===== src/rtl/lfsr_jump_pkg.sv =====
package lfsr_jump_pkg;
  typedef enum logic [1:0] {
    BLD_RUN  = 2'd0,
    BLD_DONE = 2'd1
  } bld_state_e;
endpackage


===== src/rtl/lfsr_jump_affine.sv =====
module lfsr_jump_affine #(
  parameter int W = 5
) (
  input  logic [W-1:0]        cst,
  input  logic [W-1:0][W-1:0] cols,
  input  logic [W-1:0]        vin,
  output logic [W-1:0]        vout
);
  always_comb begin
    vout = cst;
    for (int i = 0; i < W; i++) begin
      if (vin[i]) vout = vout ^ cols[i];
    end
  end
endmodule


===== src/rtl/lfsr_jump_table.sv =====
module lfsr_jump_table
  import lfsr_jump_pkg::*;
#(
  parameter int          W    = 5,
  parameter logic [W-1:0] TAPS = 5'b10010,
  parameter int          SKW  = 5
) (
  input  logic                      clk,
  input  logic                      rst_n,
  input  logic [$clog2(SKW)-1:0]    rd_idx,
  output logic [W-1:0]              rd_cst,
  output logic [W-1:0][W-1:0]       rd_cols,
  output logic                      built
);
  localparam int KW  = $clog2(SKW);
  localparam int BVW = $clog2(W + 1);

  function automatic logic [W-1:0] step_f(input logic [W-1:0] s);
    return {s[W-2:0], ~(^(s & TAPS))};
  endfunction

  logic [W-1:0]        cst_q  [SKW];
  logic [W-1:0][W-1:0] cols_q [SKW];

  bld_state_e     st_q, st_n;
  logic [KW-1:0]  row_q, row_n;
  logic [BVW-1:0] vec_q, vec_n;
  logic [BVW-1:0] vec_m1;
  logic [W-1:0]   basis, img1, img2, wr_val;
  logic           wr_en;
  logic [KW-1:0]  src_row;

  assign src_row = row_q - KW'(1);
  assign vec_m1  = vec_q - BVW'(1);
  assign basis   = (vec_q == '0) ? '0 : ({{(W-1){1'b0}}, 1'b1} << vec_m1);

  lfsr_jump_affine #(.W(W)) u_first (
    .cst(cst_q[src_row]), .cols(cols_q[src_row]), .vin(basis), .vout(img1)
  );
  lfsr_jump_affine #(.W(W)) u_second (
    .cst(cst_q[src_row]), .cols(cols_q[src_row]), .vin(img1), .vout(img2)
  );

  always_comb begin
    st_n   = st_q;
    row_n  = row_q;
    vec_n  = vec_q;
    wr_en  = 1'b0;
    wr_val = (vec_q == '0) ? img2 : (img2 ^ cst_q[row_q]);
    if (st_q == BLD_RUN) begin
      wr_en = 1'b1;
      if (vec_q == BVW'(W)) begin
        vec_n = '0;
        if (row_q == KW'(SKW - 1)) st_n = BLD_DONE;
        else                       row_n = row_q + KW'(1);
      end else begin
        vec_n = vec_q + BVW'(1);
      end
    end
  end

  always_ff @(posedge clk or negedge rst_n) begin
    if (!rst_n) begin
      st_q  <= BLD_RUN;
      row_q <= KW'(1);
      vec_q <= '0;
      for (int r = 0; r < SKW; r++) begin
        cst_q[r]  <= (r == 0) ? step_f('0) : '0;
        for (int i = 0; i < W; i++) begin
          cols_q[r][i] <= (r == 0) ? (step_f(W'(1) << i) ^ step_f('0)) : '0;
        end
      end
    end else begin
      st_q  <= st_n;
      row_q <= row_n;
      vec_q <= vec_n;
      if (wr_en) begin
        if (vec_q == '0) cst_q[row_q]          <= wr_val;
        else             cols_q[row_q][vec_m1] <= wr_val;
      end
    end
  end

  assign rd_cst  = cst_q[rd_idx];
  assign rd_cols = cols_q[rd_idx];
  assign built   = (st_q == BLD_DONE);
endmodule


===== src/rtl/lfsr_jump.sv =====
module lfsr_jump #(
  parameter int          W    = 5,
  parameter logic [W-1:0] TAPS = 5'b10010,
  parameter int          SKW  = 5
) (
  input  logic           clk,
  input  logic           rst_n,
  input  logic           start,
  input  logic [W-1:0]   state_in,
  input  logic [SKW-1:0] skip,
  output logic           ready,
  output logic [W-1:0]   result,
  output logic           done
);
  localparam int KW = $clog2(SKW);

  logic                built;
  logic [W-1:0]        row_cst;
  logic [W-1:0][W-1:0] row_cols;
  logic [W-1:0]        jumped;

  logic           busy_q, busy_n;
  logic           done_q, done_n;
  logic [KW-1:0]  k_q, k_n;
  logic [W-1:0]   st_q, st_n;
  logic [SKW-1:0] sk_q, sk_n;

  lfsr_jump_table #(.W(W), .TAPS(TAPS), .SKW(SKW)) u_table (
    .clk(clk), .rst_n(rst_n), .rd_idx(k_q),
    .rd_cst(row_cst), .rd_cols(row_cols), .built(built)
  );

  lfsr_jump_affine #(.W(W)) u_apply (
    .cst(row_cst), .cols(row_cols), .vin(st_q), .vout(jumped)
  );

  always_comb begin
    busy_n = busy_q;
    done_n = 1'b0;
    k_n    = k_q;
    st_n   = st_q;
    sk_n   = sk_q;
    if (!busy_q) begin
      if (start && built) begin
        busy_n = 1'b1;
        k_n    = '0;
        st_n   = state_in;
        sk_n   = skip;
      end
    end else begin
      if (sk_q[k_q]) st_n = jumped;
      if (k_q == KW'(SKW - 1)) begin
        busy_n = 1'b0;
        done_n = 1'b1;
      end else begin
        k_n = k_q + KW'(1);
      end
    end
  end

  always_ff @(posedge clk or negedge rst_n) begin
    if (!rst_n) begin
      busy_q <= 1'b0;
      done_q <= 1'b0;
      k_q    <= '0;
      st_q   <= '0;
      sk_q   <= '0;
    end else begin
      busy_q <= busy_n;
      done_q <= done_n;
      k_q    <= k_n;
      st_q   <= st_n;
      sk_q   <= sk_n;
    end
  end

  assign ready  = built && !busy_q;
  assign result = st_q;
  assign done   = done_q;
endmodule


===== config.mk =====
export PLATFORM = sky130hd
export DESIGN_NAME = lfsr_jump
export DESIGN_NICKNAME = d
export VERILOG_FILES = /design/src/rtl/lfsr_jump_pkg.sv /design/src/rtl/lfsr_jump_affine.sv /design/src/rtl/lfsr_jump_table.sv /design/src/rtl/lfsr_jump.sv
export SDC_FILE = /design/constraint.sdc
export NUM_CORES = 1
export LEC_CHECK = 0
export BUFFER_PORTS_ARGS = -buffer_cell sky130_fd_sc_hd__buf_2
export CAP_MARGIN = 30
export CORE_MARGIN = 2
export CORE_UTILIZATION = 52
export DETAILED_ROUTE_END_ITERATION = 8
export GPL_TIMING_DRIVEN = 0
export PLACE_DENSITY_LB_ADDON = 0.05
export SLEW_MARGIN = 0
export SYNTH_ARGS = -nofsm -noshare
export SYNTH_HDL_FRONTEND = slang
export SYNTH_SLANG_ARGS = --single-unit

===== constraint.sdc =====
create_clock -name clk -period 4.2 [get_ports clk]
set_clock_uncertainty 0.1 [all_clocks]
set_input_delay 0.21 -clock clk [delete_from_list [all_inputs] [get_ports clk]]
set_output_delay 0.21 -clock clk [all_outputs]
set_load 0.02 [all_outputs]

Yosys cells after proc, flatten, opt, wreduce, memory -nomap -nowiden
Cells that the tools add are included.
{"block": "op_classes", "n_lt_le_gt_ge": 7, "bitwise": 21, "add_sub_neg": 5, "reduce_logical": 15, "n_eq_ne": 5, "muxes": 55, "shift": 1}
{"op": "binary-select mux 25 bit (select 3 bit)", "n": 2}
{"op": "two-way mux 5 bit", "n": 28}
{"op": "bitwise mux 125 bit", "n": 1}
{"op": "two-way mux 25 bit", "n": 5}
{"op": "demux 25 bit (select 3 bit)", "n": 1}
{"op": "XOR 5 bit", "n": 15}
{"op": "binary-select mux 5 bit (select 3 bit)", "n": 3}
{"op": "demux 5 bit (select 3 bit)", "n": 2}
{"op": "bitwise mux 25 bit", "n": 1}
{"op": ">= comparator 4 bit (second input constant)", "n": 3}
{"op": "two-way mux 3 bit", "n": 4}
{"op": "NOT 3 -> 4 bit", "n": 3}
{"op": "AND reduction 2 bit", "n": 5}
{"op": "adder 3 x 1 -> 3 bit (second input constant)", "n": 3}
{"op": "equality test 3 bit (second input constant)", "n": 3}
{"op": "less-than comparator 3 x 4 -> 1 bit (second input constant)", "n": 2}
{"op": "two-way mux 1 bit", "n": 7}
{"op": "AND reduction 3 bit", "n": 2}
{"op": "subtractor 3 x 1 -> 3 bit (second input constant)", "n": 2}
{"op": "<< shifter 1 x 3 -> 5 bit (first input constant)", "n": 1}
{"op": "logical AND 1 bit", "n": 4}
{"op": "less-than comparator 4 x 1 -> 1 bit (second input constant)", "n": 1}
{"op": "binary-select mux 1 bit (select 3 bit)", "n": 1}
{"op": ">= comparator 3 x 1 -> 1 bit (second input constant)", "n": 1}
{"op": "7 further kinds", "n": 9}
{"block": "word_totals", "word_cells": 147, "inputBits": 13, "out_inout_bits": 7, "regBits": 172}

Depth between registers and ports, before layout
{"block": "logic_depth", "word_depth": 27, "ltp_mapped": 20, "ltp_nobuf": 12}

Hierarchy
A second synthesis with hierarchy kept.
{"block": "unflattened", "cells_unflattened": 1122, "hier_area_um2": 11402.2}
{"mod": "lfsr_jump_table", "area_each_um2": 9541.7, "instances": 1, "cells_per_inst": 933, "seq_area_each_um2": 3938.8}
{"mod": "lfsr_jump_affine", "area_each_um2": 375.4, "instances": 3, "cells_per_inst": 45, "seq_area_each_um2": 0.0}
{"mod": "lfsr_jump", "area_each_um2": 734.5, "instances": 1, "cells_per_inst": 54, "seq_area_each_um2": 375.4}

Worst setup path before layout
No wires, ideal clock.
{"block": "synth_timing", "path_type": "register to register", "startpoint": "register u_table.row_q[0]", "endpoint": "register u_table.cst_q[4] (netlist bit)", "setup_time_ps": 131, "synth_period_minus_slack_ps": 4448, "slack_ps": -248, "n_path_buf": 7, "path_stages_with_launch": 20, "required_time_ps": 3969, "arrival_ps": 4217, "path_cell_list": "dfstp_2 buf_2 buf_4 inv_1 buf_2 buf_2 ha_1 buf_2 buf_2 mux2_2 a21oi_1 o22ai_1 a22oi_1 xnor3_1 xnor2_2 nand2_1 xor3_1 xnor2_2 buf_2 o21ai_1"}
{"block": "synth_between", "elab_chain_cells": 27}
{"item": "from (decl)", "line": "lfsr_jump_table.sv:26", "text": "logic [KW-1:0] row_q, row_n;"}
{"item": "from (signal assigned)", "line": "lfsr_jump_table.sv:75", "text": "row_q <= row_n;"}
{"item": "subtractor 3 x 1 -> 3 bit (*)", "line": "lfsr_jump_table.sv:33", "text": "assign src_row = row_q - KW'(1);"}
{"item": "via u_table.src_row[0]", "line": "lfsr_jump_table.sv:31", "text": "logic [KW-1:0] src_row;"}
{"item": "NOT 3 -> 4 bit (not written as such) (*)", "line": "lfsr_jump_table.sv:38, lfsr_jump_table.sv:41"}
{"item": "binary-select mux 5 bit (select 3 bit) or binary-select mux 25 bit (select 3 bit) (tied branches)", "line": "lfsr_jump_table.sv:38, lfsr_jump_table.sv:41"}
{"item": "two-way mux 5 bit (not written as such) or two-way mux 25 bit (tied branches) (2 in series)", "line": "lfsr_jump_table.sv:38, lfsr_jump_table.sv:41"}
{"item": "XOR 5 bit", "line": "lfsr_jump_affine.sv:12", "text": "if (vin[i]) vout = vout ^ cols[i];"}
{"item": "two-way mux 5 bit", "line": "lfsr_jump_affine.sv:12"}
{"item": "XOR 5 bit", "line": "lfsr_jump_affine.sv:12"}
{"item": "(+11 left out)"}
{"item": "two-way mux 5 bit", "line": "lfsr_jump_affine.sv:12"}
{"item": "XOR 5 bit", "line": "lfsr_jump_affine.sv:12"}
{"item": "two-way mux 5 bit", "line": "lfsr_jump_affine.sv:12"}
{"item": "XOR 5 bit", "line": "lfsr_jump_affine.sv:12"}
{"item": "two-way mux 5 bit (*)", "line": "lfsr_jump_affine.sv:12"}
{"item": "XOR 5 bit", "line": "lfsr_jump_table.sv:49", "text": "wr_val = (vec_q == '0) ? img2 : (img2 ^ cst_q[row_q]);"}
{"item": "two-way mux 5 bit (*)", "line": "lfsr_jump_table.sv:49"}
{"item": "bitwise mux 25 bit (*)", "line": "lfsr_jump_table.sv:78", "text": "if (vec_q == '0) cst_q[row_q] <= wr_val;"}
{"item": "to (signal, indexed assignment)", "line": "lfsr_jump_table.sv:68", "text": "cst_q[r] <= (r == 0) ? step_f('0) : '0;"}
{"item": "to (signal, indexed assignment)", "line": "lfsr_jump_table.sv:78"}
{"item": "to (decl)", "line": "lfsr_jump_table.sv:22", "text": "logic [W-1:0] cst_q [SKW];"}
The timed path passes the listed nets; every way through them passes the cells marked *. The select of a mux whose other input is x is not followed.
A chain may end at the register's enable or synchronous reset.

Worst setup path in the final report
{"block": "layout_timing", "startpoint": "register u_table.row_q[0]", "endpoint": "register u_table.cols_q[24] (netlist bit)"}
{"block": "layout_between", "elab_chain_cells": 27}
{"item": "subtractor 3 x 1 -> 3 bit", "line": "lfsr_jump_table.sv:33"}
{"item": "NOT 3 -> 4 bit (not written as such)", "line": "lfsr_jump_table.sv:38, lfsr_jump_table.sv:41"}
{"item": "binary-select mux 5 bit (select 3 bit) or binary-select mux 25 bit (select 3 bit) (tied branches)", "line": "lfsr_jump_table.sv:38, lfsr_jump_table.sv:41"}
{"item": "two-way mux 5 bit (not written as such) or two-way mux 25 bit (tied branches) (2 in series)", "line": "lfsr_jump_table.sv:38, lfsr_jump_table.sv:41"}
{"item": "XOR 5 bit", "line": "lfsr_jump_affine.sv:12"}
{"item": "two-way mux 5 bit", "line": "lfsr_jump_affine.sv:12"}
{"item": "XOR 5 bit", "line": "lfsr_jump_affine.sv:12"}
{"item": "two-way mux 5 bit", "line": "lfsr_jump_affine.sv:12"}
{"item": "(+10 left out)"}
{"item": "two-way mux 5 bit", "line": "lfsr_jump_affine.sv:12"}
{"item": "XOR 5 bit", "line": "lfsr_jump_affine.sv:12"}
{"item": "two-way mux 5 bit", "line": "lfsr_jump_affine.sv:12"}
{"item": "XOR 5 bit", "line": "lfsr_jump_affine.sv:12"}
{"item": "two-way mux 5 bit", "line": "lfsr_jump_affine.sv:12"}
{"item": "XOR 5 bit", "line": "lfsr_jump_table.sv:49"}
{"item": "two-way mux 5 bit", "line": "lfsr_jump_table.sv:49"}
{"item": "bitwise mux 125 bit (*)", "line": "lfsr_jump_table.sv:79", "text": "else cols_q[row_q][vec_m1] <= wr_val;"}
{"item": "to (signal, indexed assignment)", "line": "lfsr_jump_table.sv:70", "text": "cols_q[r][i] <= (r == 0) ? (step_f(W'(1) << i) ^ step_f('0)) : '0;"}
{"item": "to (signal, indexed assignment)", "line": "lfsr_jump_table.sv:79"}
{"item": "to (decl)", "line": "lfsr_jump_table.sv:23", "text": "logic [W-1:0][W-1:0] cols_q [SKW];"}
Every way passes the cells marked *; elsewhere a longest branch is shown, timed or not. The select of a mux whose other input is x is not followed.

==> metrics.cfg <==
[placement]
port_buffers = 19
preCtsSetupSlack_ns = -1.149
globalplace.congestion = 1.032
dp_hpwl_um = 27260
dp.cells = 1446

[timing]
min_period_ns = 4.357
worst_pin_slew_ns = 1.170
setup_ws_ns = -0.1570
setup_violations = 114
setup_tns_ns = -10.20
min_period_over_period_pct = 103.7
slew_viol_final = 0
slew_headroom_pct = 21.70
max_freq_mhz = 229.5
rsz0062_at_grt = true
finalHoldViolCount = 0

[route]
drtIter0Drc = 1129
detail-route-antenna-nets = 0
dr.pass1.iters = 5
avgViaCountPerCell = 6.373
drcViolationCount = 0
via_count = 9903
routedWlPerCell_um = 26.34
routed_wl_um = 40930

[floorplanning]
fp.dieW_um = 147.3
die_area_sq_um = 21700
pin_count = 20
rows = 52
core-area_sq_um = 20170
start_util_pct = 52.96
die_h_um = 147.3

[synthesis]
synth_area_per_cell_sq_um = 9.280
synth.area.top_cells = dfrtp_1 (38%), nand2_1 (9.2%), mux4_2 (7.6%), o21ai_1 (5.3%), mux2i_1 (3.4%)
ys_async_sr_fraction_pct = 100.0
synth_area_sq_um = 10680
synth_ff_type = dfrtp_1
yosysWarnings = 0
synth.largest_area_cell = dfrtp_1
yosysTopAreaCellShare_pct = 38.42
yosys_register_bits = 172
syn_nets = 1177
synth_edf_count = 0
seq_area_frac_synth_pct = 40.39
syn_inst = 1151
ys_types = 61

[layout]
multi_input_area_sq_um = 6651
nets = 1297
fin_cells = 1554
fin_util_pct = 68.16
final_cell_mix = nand2_1 (257), dfrtp_1 (163), o21ai_2 (80)
diodes = 0
final_common_cell = nand2_1
fill_cells = 1555
drive_above_1_share_pct = 31.70
register_area_sq_um = 4315
area_growth_pct = 28.70

[worst_setup_path]
critPathSlowestCell = dfstp_2
cp.arrival_ns = 4.58
startpoint = u_table.row_q[0]
worstSetupStartpointType = register
path_cells = buf_12, inv_16, ha_4, buf_12, xnor2_4, buf_4, and3_1, a221oi_4, nor2_1, xnor3_2, buf_6, xor2_2, and2_4, xor3_2, xnor2_4, buf_4, buf_8, a21oi_1
rr_startpoint = u_table.row_q[0]
crit_type = reg2reg
crit_path_end_kind = register
worst_path_largest_cell_delay_ns = 0.56
worstPathRequired_ns = 4.42
path_max_fanout = 7

[min_path]
hold_path.class = in2async

[clock_tree]
ctsLongestPathBuffers = 2
clkTransAtPathRegs_ns = 0.08
numCtsBuffers = 17
tritoncts = done
cts_max_level = 4
clock_latency_ns = 0.46
root_buffer = clkbuf_16
clock-sinks = 172

[power]
peakVddDrop_mv = 0.2843
power.density_cell_area_nw_per_um2 = 317.3
power.leakage_nw = 5.515
finalPower_mw = 4.362

[grt]
grt_pass1_wl_um = 60580
grt_usage_pct = 38.69
grt_max_degree = 95
grt_pass1_vias = 9326
antenna_found_initial = 1
grt_overflow = 0

[status]
status = finished with violations
violations = setup timing

[job]
cap_violations = 0

per-stage QoR:
step	hold WS [ns]	instance area, sq um
after CTS	0.2659	13210
after global routing	0.2842	13750
final	0.2116	13750
after detailed placement	0.1343	11320
after floorplan	-0.1856	10790
after global placement	0.3427	11230
where the power goes:
part	leakage (nW)	internal, mW	switching [mW]	total [mW]
sequential	2.34	1.73	0.0737	1.80
clock	0.294	0.901	0.793	1.69
combinational	2.88	0.310	0.559	0.869
sequential cells by signal (all words and copies together), names as in the netlist:
register	flops
result	5
u_table.cst_q	25
done	1
busy_q	1
k_q	3
sk_q	5
u_table.cols_q	125
u_table.row_q	3
u_table.vec_q	3
u_table.st_q	1
kinds of logic after synthesis:
family / Yosys count / share of synthesized area [%]
AO/OA/AOI/OAI: 282 / 15.98
flip-flops: 172 / 40.39
adder cells (fa/ha/maj): 13 / 1.523
XOR/XNOR: 67 / 7.028
multiplexers: 100 / 13.92
buffers and inverters: 106 / 4.662
AND/OR/NAND/NOR: 411 / 16.50
Yosys cell counts (8+ instances only):
master and number:
xnor2_1 39, inv_1 36, mux4_2 36, nor2_1 44, nand2_1 261, dfrtp_1 164
ha_1 13, buf_2 26, mux2_2 25, o21ai_1 114, a21oi_1 26, buf_1 10
mux2i_1 36, nor3_1 22, nor2b_1 10, clkbuf_1 21, dfstp_2 8, xor2_1 14
nand3_1 28, o21ai_0 50, and3_1 18, o21ai_2 27
what timing repair did:
item,4_1_cts,5_1_grt
gates resized for setup,166,123
pin swaps,63,43
buffers inserted,49,20
hold endpoints to repair,84,0
cloned,9,1
endpoints found under the setup margin,150,153
hold buffers,11,0
critical path: cells and delay by family (launching register included):
| kind | cells | cell delay (ns) |
|---|---|---|
| xor gates and xnor gates | 5 | 1.45 |
| buffers and inverters | 7 | 0.96 |
| DFF | 1 | 0.56 |
| and+or+nand+nor | 3 | 0.49 |
| AOI/OAI and AO/OA | 2 | 0.43 |
| adders and majority gates | 1 | 0.18 |
cell type report:
cell class	instances	area share (%)
buffer	60	4.387
clock buffer	17	3.095
clock inverter	15	1.302
inverter	37	1.183
multi-input combinational	873	48.38
sequential	172	31.39
tap	270	2.457
timing repair buffer	110	7.800
final timing paths:
kind | end | slack (ns) | cells after the start
max in group asynchronous | u_table.cols_q[101] | 2.87 | 3
setup / recovery | u_table.cols_q[24] | -0.16 | 18
setup reg to reg | u_table.cols_q[24] | -0.16 | 18
hold / removal | u_table.cols_q[62] | 0.21 | 2
hold reg to reg | u_table.cols_q[120] | 0.38 | 2
min in group clk | k_q[2] | 0.31 | 4
layer usage:
layer	vias to the layer above	track usage, %	share of wire (%)
met3	154	9.969	11
met4	0	20.00	5.6
met2	644	56.99	44
met5	-	0	0
li1	4318	-	-
met1	4787	53.02	40
Power figures use the tool's default switching activity.
